**src/rtl/daa_pkg.sv**
```systemverilog
package daa_pkg;
  typedef enum logic [1:0] {ST_IDLE, ST_COLLECT, ST_WAIT_SW, ST_FULL} daa_state_e;

  localparam int unsigned ID_BYTES = 6;
  localparam logic [3:0] RESP_NACK = 4'd6;
  localparam logic [3:0] RESP_CE2  = 4'd4;

  // odd parity over the whole byte
  function automatic logic [7:0] daa_format(input logic [6:0] addr);
    return {addr, ~^addr};
  endfunction
endpackage

```
**src/rtl/daa_byte_fifo.sv**
```systemverilog
module daa_byte_fifo #(
  parameter int unsigned WIDTH = 8,
  parameter int unsigned DEPTH = 8
) (
  input  logic             clk_i,
  input  logic             rst_ni,
  input  logic             push_i,
  input  logic [WIDTH-1:0] data_i,
  input  logic             pop_i,
  output logic [WIDTH-1:0] data_o,
  output logic             empty_o
);
  localparam int unsigned PTR_W = (DEPTH > 1) ? $clog2(DEPTH) : 1;
  localparam int unsigned CNT_W = $clog2(DEPTH + 1);

  logic [WIDTH-1:0] mem_q [DEPTH];
  logic [PTR_W-1:0] wr_q, rd_q;
  logic [CNT_W-1:0] cnt_q;
  logic do_push, do_pop;

  assign do_push = push_i && (cnt_q != CNT_W'(DEPTH));
  assign do_pop  = pop_i && (cnt_q != '0);
  assign empty_o = (cnt_q == '0);
  assign data_o  = mem_q[rd_q];

  always_ff @(posedge clk_i) begin
    if (do_push) mem_q[wr_q] <= data_i;
  end

  always_ff @(posedge clk_i or negedge rst_ni) begin
    if (!rst_ni) begin
      wr_q  <= '0;
      rd_q  <= '0;
      cnt_q <= '0;
    end else begin
      if (do_push) wr_q <= (wr_q == PTR_W'(DEPTH - 1)) ? '0 : wr_q + 1'b1;
      if (do_pop)  rd_q <= (rd_q == PTR_W'(DEPTH - 1)) ? '0 : rd_q + 1'b1;
      case ({do_push, do_pop})
        2'b10:   cnt_q <= cnt_q + 1'b1;
        2'b01:   cnt_q <= cnt_q - 1'b1;
        default: cnt_q <= cnt_q;
      endcase
    end
  end
endmodule

```
**src/rtl/daa_irq_flag.sv**
```systemverilog
module daa_irq_flag (
  input  logic clk_i,
  input  logic rst_ni,
  input  logic set_i,
  input  logic clr_i,
  input  logic mask_i,
  output logic pend_o,
  output logic irq_o
);
  logic pend_q;

  // set wins over a simultaneous clear
  always_ff @(posedge clk_i or negedge rst_ni) begin
    if (!rst_ni)     pend_q <= 1'b0;
    else if (set_i)  pend_q <= 1'b1;
    else if (clr_i)  pend_q <= 1'b0;
  end

  assign pend_o = pend_q;
  assign irq_o  = pend_q & mask_i;
endmodule

```
**src/rtl/daa_seq.sv**
```systemverilog
module daa_seq
  import daa_pkg::*;
#(
  parameter int unsigned MAX_TARGETS = 16,
  parameter int unsigned CNT_W = $clog2(MAX_TARGETS + 1)
) (
  input  logic             clk_i,
  input  logic             rst_ni,
  input  logic             start_i,
  input  logic             id_valid_i,
  input  logic             resp_valid_i,
  input  logic [3:0]       resp_code_i,
  input  logic             tx_avail_i,
  input  logic             addr_ready_i,
  output logic             id_take_o,
  output logic             req_o,
  output logic             addr_valid_o,
  output logic             addr_take_o,
  output logic [CNT_W-1:0] assigned_o,
  output logic             done_o,
  output logic             done_err_o,
  output logic             busy_o
);
  localparam int unsigned ID_W = $clog2(ID_BYTES);

  daa_state_e       state_q, state_d;
  logic [ID_W-1:0]  byte_q, byte_d;
  logic [CNT_W-1:0] cnt_q, cnt_d;
  logic             done_q, done_d, err_q, err_d;

  always_comb begin
    state_d      = state_q;
    byte_d       = byte_q;
    cnt_d        = cnt_q;
    done_d       = 1'b0;
    err_d        = 1'b0;
    id_take_o    = 1'b0;
    req_o        = 1'b0;
    addr_take_o  = 1'b0;
    addr_valid_o = (state_q == ST_WAIT_SW) && tx_avail_i && !start_i;
    if (start_i) begin
      state_d = ST_COLLECT;
      byte_d  = '0;
      cnt_d   = '0;
    end else begin
      if (addr_valid_o && addr_ready_i) begin
        addr_take_o = 1'b1;
        cnt_d       = cnt_q + 1'b1;
        state_d     = (cnt_q == CNT_W'(MAX_TARGETS - 1)) ? ST_FULL : ST_COLLECT;
      end
      if (state_q == ST_COLLECT && id_valid_i && !resp_valid_i) begin
        id_take_o = 1'b1;
        if (byte_q == ID_W'(ID_BYTES - 1)) begin
          byte_d  = '0;
          state_d = ST_WAIT_SW;
          req_o   = 1'b1;
        end else begin
          byte_d = byte_q + 1'b1;
        end
      end
      if (resp_valid_i && state_q != ST_IDLE) begin
        state_d = ST_IDLE;
        byte_d  = '0;
        done_d  = 1'b1;
        err_d   = !(resp_code_i == RESP_NACK || resp_code_i == RESP_CE2);
      end
    end
  end

  always_ff @(posedge clk_i or negedge rst_ni) begin
    if (!rst_ni) begin
      state_q <= ST_IDLE;
      byte_q  <= '0;
      cnt_q   <= '0;
      done_q  <= 1'b0;
      err_q   <= 1'b0;
    end else begin
      state_q <= state_d;
      byte_q  <= byte_d;
      cnt_q   <= cnt_d;
      done_q  <= done_d;
      err_q   <= err_d;
    end
  end

  assign assigned_o = cnt_q;
  assign done_o     = done_q;
  assign done_err_o = err_q;
  assign busy_o     = (state_q != ST_IDLE);
endmodule

```
**src/rtl/daa_responder.sv**
```systemverilog
module daa_responder
  import daa_pkg::*;
#(
  parameter int unsigned MAX_TARGETS = 16,
  parameter int unsigned RX_DEPTH    = 8,
  parameter int unsigned TX_DEPTH    = 2,
  localparam int unsigned CNT_W      = $clog2(MAX_TARGETS + 1)
) (
  input  logic             clk_i,
  input  logic             rst_ni,
  input  logic             daa_start_i,
  input  logic             id_valid_i,
  input  logic [7:0]       id_byte_i,
  input  logic             resp_valid_i,
  input  logic [3:0]       resp_code_i,
  input  logic             addr_ready_i,
  output logic             addr_valid_o,
  output logic [7:0]       addr_byte_o,
  input  logic             tx_push_i,
  input  logic [6:0]       tx_addr_i,
  input  logic             rx_pop_i,
  output logic [7:0]       rx_data_o,
  output logic             rx_empty_o,
  input  logic             irq_mask_i,
  input  logic             irq_clr_i,
  output logic             daa_pend_o,
  output logic             irq_o,
  output logic [CNT_W-1:0] assigned_o,
  output logic             done_o,
  output logic             done_err_o,
  output logic             busy_o
);
  logic       id_take, req, addr_take, tx_empty;
  logic [6:0] tx_head;

  daa_byte_fifo #(.WIDTH(8), .DEPTH(RX_DEPTH)) i_rx_fifo (
    .clk_i, .rst_ni,
    .push_i (id_take),
    .data_i (id_byte_i),
    .pop_i  (rx_pop_i),
    .data_o (rx_data_o),
    .empty_o(rx_empty_o)
  );

  daa_byte_fifo #(.WIDTH(7), .DEPTH(TX_DEPTH)) i_tx_fifo (
    .clk_i, .rst_ni,
    .push_i (tx_push_i),
    .data_i (tx_addr_i),
    .pop_i  (addr_take),
    .data_o (tx_head),
    .empty_o(tx_empty)
  );

  daa_seq #(.MAX_TARGETS(MAX_TARGETS), .CNT_W(CNT_W)) i_seq (
    .clk_i, .rst_ni,
    .start_i     (daa_start_i),
    .id_valid_i  (id_valid_i),
    .resp_valid_i(resp_valid_i),
    .resp_code_i (resp_code_i),
    .tx_avail_i  (!tx_empty),
    .addr_ready_i(addr_ready_i),
    .id_take_o   (id_take),
    .req_o       (req),
    .addr_valid_o(addr_valid_o),
    .addr_take_o (addr_take),
    .assigned_o  (assigned_o),
    .done_o      (done_o),
    .done_err_o  (done_err_o),
    .busy_o      (busy_o)
  );

  daa_irq_flag i_irq (
    .clk_i, .rst_ni,
    .set_i (req),
    .clr_i (irq_clr_i),
    .mask_i(irq_mask_i),
    .pend_o(daa_pend_o),
    .irq_o (irq_o)
  );

  assign addr_byte_o = daa_format(tx_head);
endmodule

```
**config.mk**
```make
export PLATFORM = sky130hd
export DESIGN_NAME = daa_responder
export DESIGN_NICKNAME = d
export VERILOG_FILES = /design/src/rtl/daa_pkg.sv /design/src/rtl/daa_byte_fifo.sv /design/src/rtl/daa_irq_flag.sv /design/src/rtl/daa_seq.sv /design/src/rtl/daa_responder.sv
export SDC_FILE = /design/constraint.sdc
export NUM_CORES = 1
export LEC_CHECK = 0
export BUFFER_PORTS_ARGS = -buffer_cell sky130_fd_sc_hd__buf_2
export CAP_MARGIN = 10
export CORE_AREA = 2 2 90 92
export CTS_CLUSTER_SIZE = 16
export DETAILED_ROUTE_END_ITERATION = 8
export DIE_AREA = 0 0 92 94
export GPL_ROUTABILITY_DRIVEN = 0
export PLACE_DENSITY = 0.82
export SLEW_MARGIN = 40
export SYNTH_ARGS = -nofsm -noshare
export SYNTH_HDL_FRONTEND = slang
export SYNTH_SLANG_ARGS = --single-unit
```
**constraint.sdc**
```tcl
create_clock -name clk_i -period 6.59 [get_ports clk_i]
set_input_delay 1.318 -clock clk_i [delete_from_list [all_inputs] [get_ports clk_i]]
set_output_delay 1.318 -clock clk_i [all_outputs]
set_load 0.005 [all_outputs]
```
==> out/metrics.csv <==
metric,value,unit
synth-async-reset-ratio,25.71,%
seq_area_frac_synth,65.30,%
io_pins,57,
hold_violations,0,
cts_buffers,9,
die_w,92,µm
nets,368,
clock_sinks,105,
drive_gt1_share,33.33,%
core.rowCount,32,
coreArea,7607,µm²
worstMarginPinSlew,793.5,ps
slew_headroom,46.87,%
ir_drop,0.2071,mV
dp.cells,419,
cp_max_fo,19,
grt_pass1_wl,12.28,mm
grt_overflow,0,
min_period,3487,ps
crit_slowest_cell,dfrtp_2,
dieArea,8648,µm²
fmax,0.2868,GHz
worst-path-buf-inv,1,
synth.distinct_cells,50,
layout_commonest_cell,edfxtp_1,
min_from,i_tx_fifo.wr_q,
post-route-period-util,52.91,%
most-common-layout-cells,"edfxtp_1 (78), buf_2 (55), dfrtp_1 (26)",
crit_type,reg2out,
syn_avg_cell_area,17.18,µm²
area_growth,11.97,%
place.port_buffers,55,
fin_cells,435,
first_iter_violations,179,
clock_skew,14.60,ps
synth_flop_cell,edfxtp_1,
synth_nets,309,
worstSkewPairLatency,360,ps
htree_levels,3,
clk_path_buf_depth,2,
cp-start-kind,flop,
ctsResizeCount,0,
grt_pass1_vias,2491,
rsz0062_at_grt,false,
cp.required,5270,ps
track_usage,19.06,%
cp_cell_sequence,mux4_1 -> mux2_4 -> buf_2,
max_cap_viol_count,0,
antenna_found_initial,0,
status,"complete, no violations",
ys_seq_elements,105,
fp.dieH,94,µm
grt_max_degree,28,
final-seq-area,3019,µm²
fin_setup_tns,0,ps
power_leakage,2.016,nW
cts_setup_buffers,0,
cts_hold_buf,0,
wl_per_cell,17.51,µm
cts_tree,done,
setup_viol,0,
holdPathEnd,i_tx_fifo.wr_q,
n_fill_cell,533,
r2r_cells,9,
ant_nets,0,
avgViaCountPerCell,5.600,
drc_errors,0,
clk_pin_slew,100,ps
arrival,2170,ps
slew_violations,0,
syn_area,4622,µm²
min_path_type,reg2reg,
antenna_cells,0,
place_hpwl,5.166,mm
wl,7.617,mm
dr.pass1.iters,4,
power_density,336.3,nW/µm²
yosysWarnings,0,
multi_input_area,1514,µm²
root_buffer,clkbuf_8,
r2r_end,i_rx_fifo.cnt_q[3],
critical_path.endpoint_type,primary output,
synthCells,269,
synth_edf_count,78,
initial_core_util,60.76,%
r2r-start,i_seq.state_q[1],
r2r_setup_slack,4090,ps
critPathTopFamily,multiplexers,
hold_slack,519.5,ps
slowest_delay,740,ps
vias,2436,
whs_path_depth,1,
-- final cells by class --
| cell class | count | share of cell area, % |
|---|---|---|
| flip-flops and latches | 105 | 58.34 |
| multi-input cells | 143 | 29.26 |
| repair buffers | 57 | 5.609 |
| clock buffers | 10 | 2.466 |
| well taps | 102 | 2.466 |
| clock inverters | 6 | 0.9913 |
| inverters | 12 | 0.8704 |
-- worst reg2reg max path: cells and delay by family (launching register included) --
kind / cells / cell delay (ps)
buffers and inverters: 1 / 80
adder cells (fa/ha/maj): 2 / 530
multiplexers: 1 / 230
flip-flops: 1 / 480
XOR/XNOR: 1 / 140
AO/OA/AOI/OAI: 3 / 720
AND/OR/NAND/NOR: 1 / 250
-- state kept, by name, summed over array words and instances (netlist names) --
| signal | cells |
|---|---|
| i_rx_fifo.mem_q | 64 |
| i_tx_fifo.mem_q | 14 |
| i_seq.assigned_o | 5 |
| i_rx_fifo.cnt_q | 4 |
| i_rx_fifo.rd_q | 3 |
| i_rx_fifo.wr_q | 3 |
| i_seq.byte_q | 3 |
| i_seq.state_q | 2 |
| i_tx_fifo.cnt_q | 2 |
| i_irq.pend_o | 1 |
| i_seq.done_err_o | 1 |
| i_seq.done_o | 1 |
| i_tx_fifo.rd_q | 1 |
| i_tx_fifo.wr_q | 1 |
-- worst max path at each step --
stage | from | end | slack, ps | depth (start not counted)
after floorplan | resp_valid_i | i_rx_fifo.cnt_q[3] | 3390 | 9
after global placement | resp_valid_i | i_rx_fifo.cnt_q[3] | 3120 | 10
after detailed placement | resp_valid_i | i_rx_fifo.cnt_q[3] | 3070 | 10
after CTS | i_rx_fifo.rd_q[0] | rx_data_o[5] | 3060 | 3
after global routing | i_rx_fifo.rd_q[0] | rx_data_o[5] | 2990 | 3
final | i_rx_fifo.rd_q[0] | rx_data_o[5] | 3100 | 3
-- synth_stat cells, drive strengths merged, types with 2 or more instances --
library cell	count	share of area, %
a21o	3	0.49
a21oi	6	0.65
and2	2	0.27
buf	6	1.2
clkbuf	3	0.24
dfrtp	27	15
edfxtp	78	51
ha	10	2.7
inv	12	0.97
mux2	20	5.6
mux2i	4	0.87
mux4	16	8.4
nand2	14	1.2
nand2b	5	0.73
nand3	2	0.22
nand3b	2	0.32
nand4bb	2	0.84
nor2	13	1.1
nor3	6	0.89
nor3b	6	1.4
o21ai	4	0.43
xnor2	6	1.1
xnor3	2	0.97
xor2	5	0.95
-- cells by family (layout without fill, tap and decap cells) --
kind of cell	count (synthesis)	count (layout)	synth area share, %
compound gates	21	21	3.384
xor+xnor	13	13	3.059
fa+ha+maj	11	11	3.140
buf+inv	21	85	2.409
flops	105	105	65.30
mux	40	40	14.83
simple gates	58	58	7.878
-- report_power, final --
part | total, W | internal, W | switching (W)
sequential | 0.000919 | 0.000789 | 0.000131
clock | 0.000360 | 0.000142 | 0.000218
combinational | 0.000461 | 0.000291 | 0.000170
total | 0.00174 | 0.00122 | 0.000519
-- layer usage --
metal / wire length (µm) / GRT usage (%)
met5: 0 / 0
met3: 338 / 3.933
met4: 73 / 5.970
met2: 4003 / 32.72
met1: 3201 / 24.79
-- through the flow --
stage	util (%)	area (µm²)	worst slack (ps)	power (W)
CTS	67.75	5154	3055	0.001748
global placement	65.38	4974	3122	0.001368
floorplan	-	4622	3386	0.001268
finish	68.03	5175	3103	0.001740
global route	68.03	5175	2987	0.001843
detailed placement	65.39	4975	3073	0.001396
Note: power is estimated with default switching activity, not from simulation.
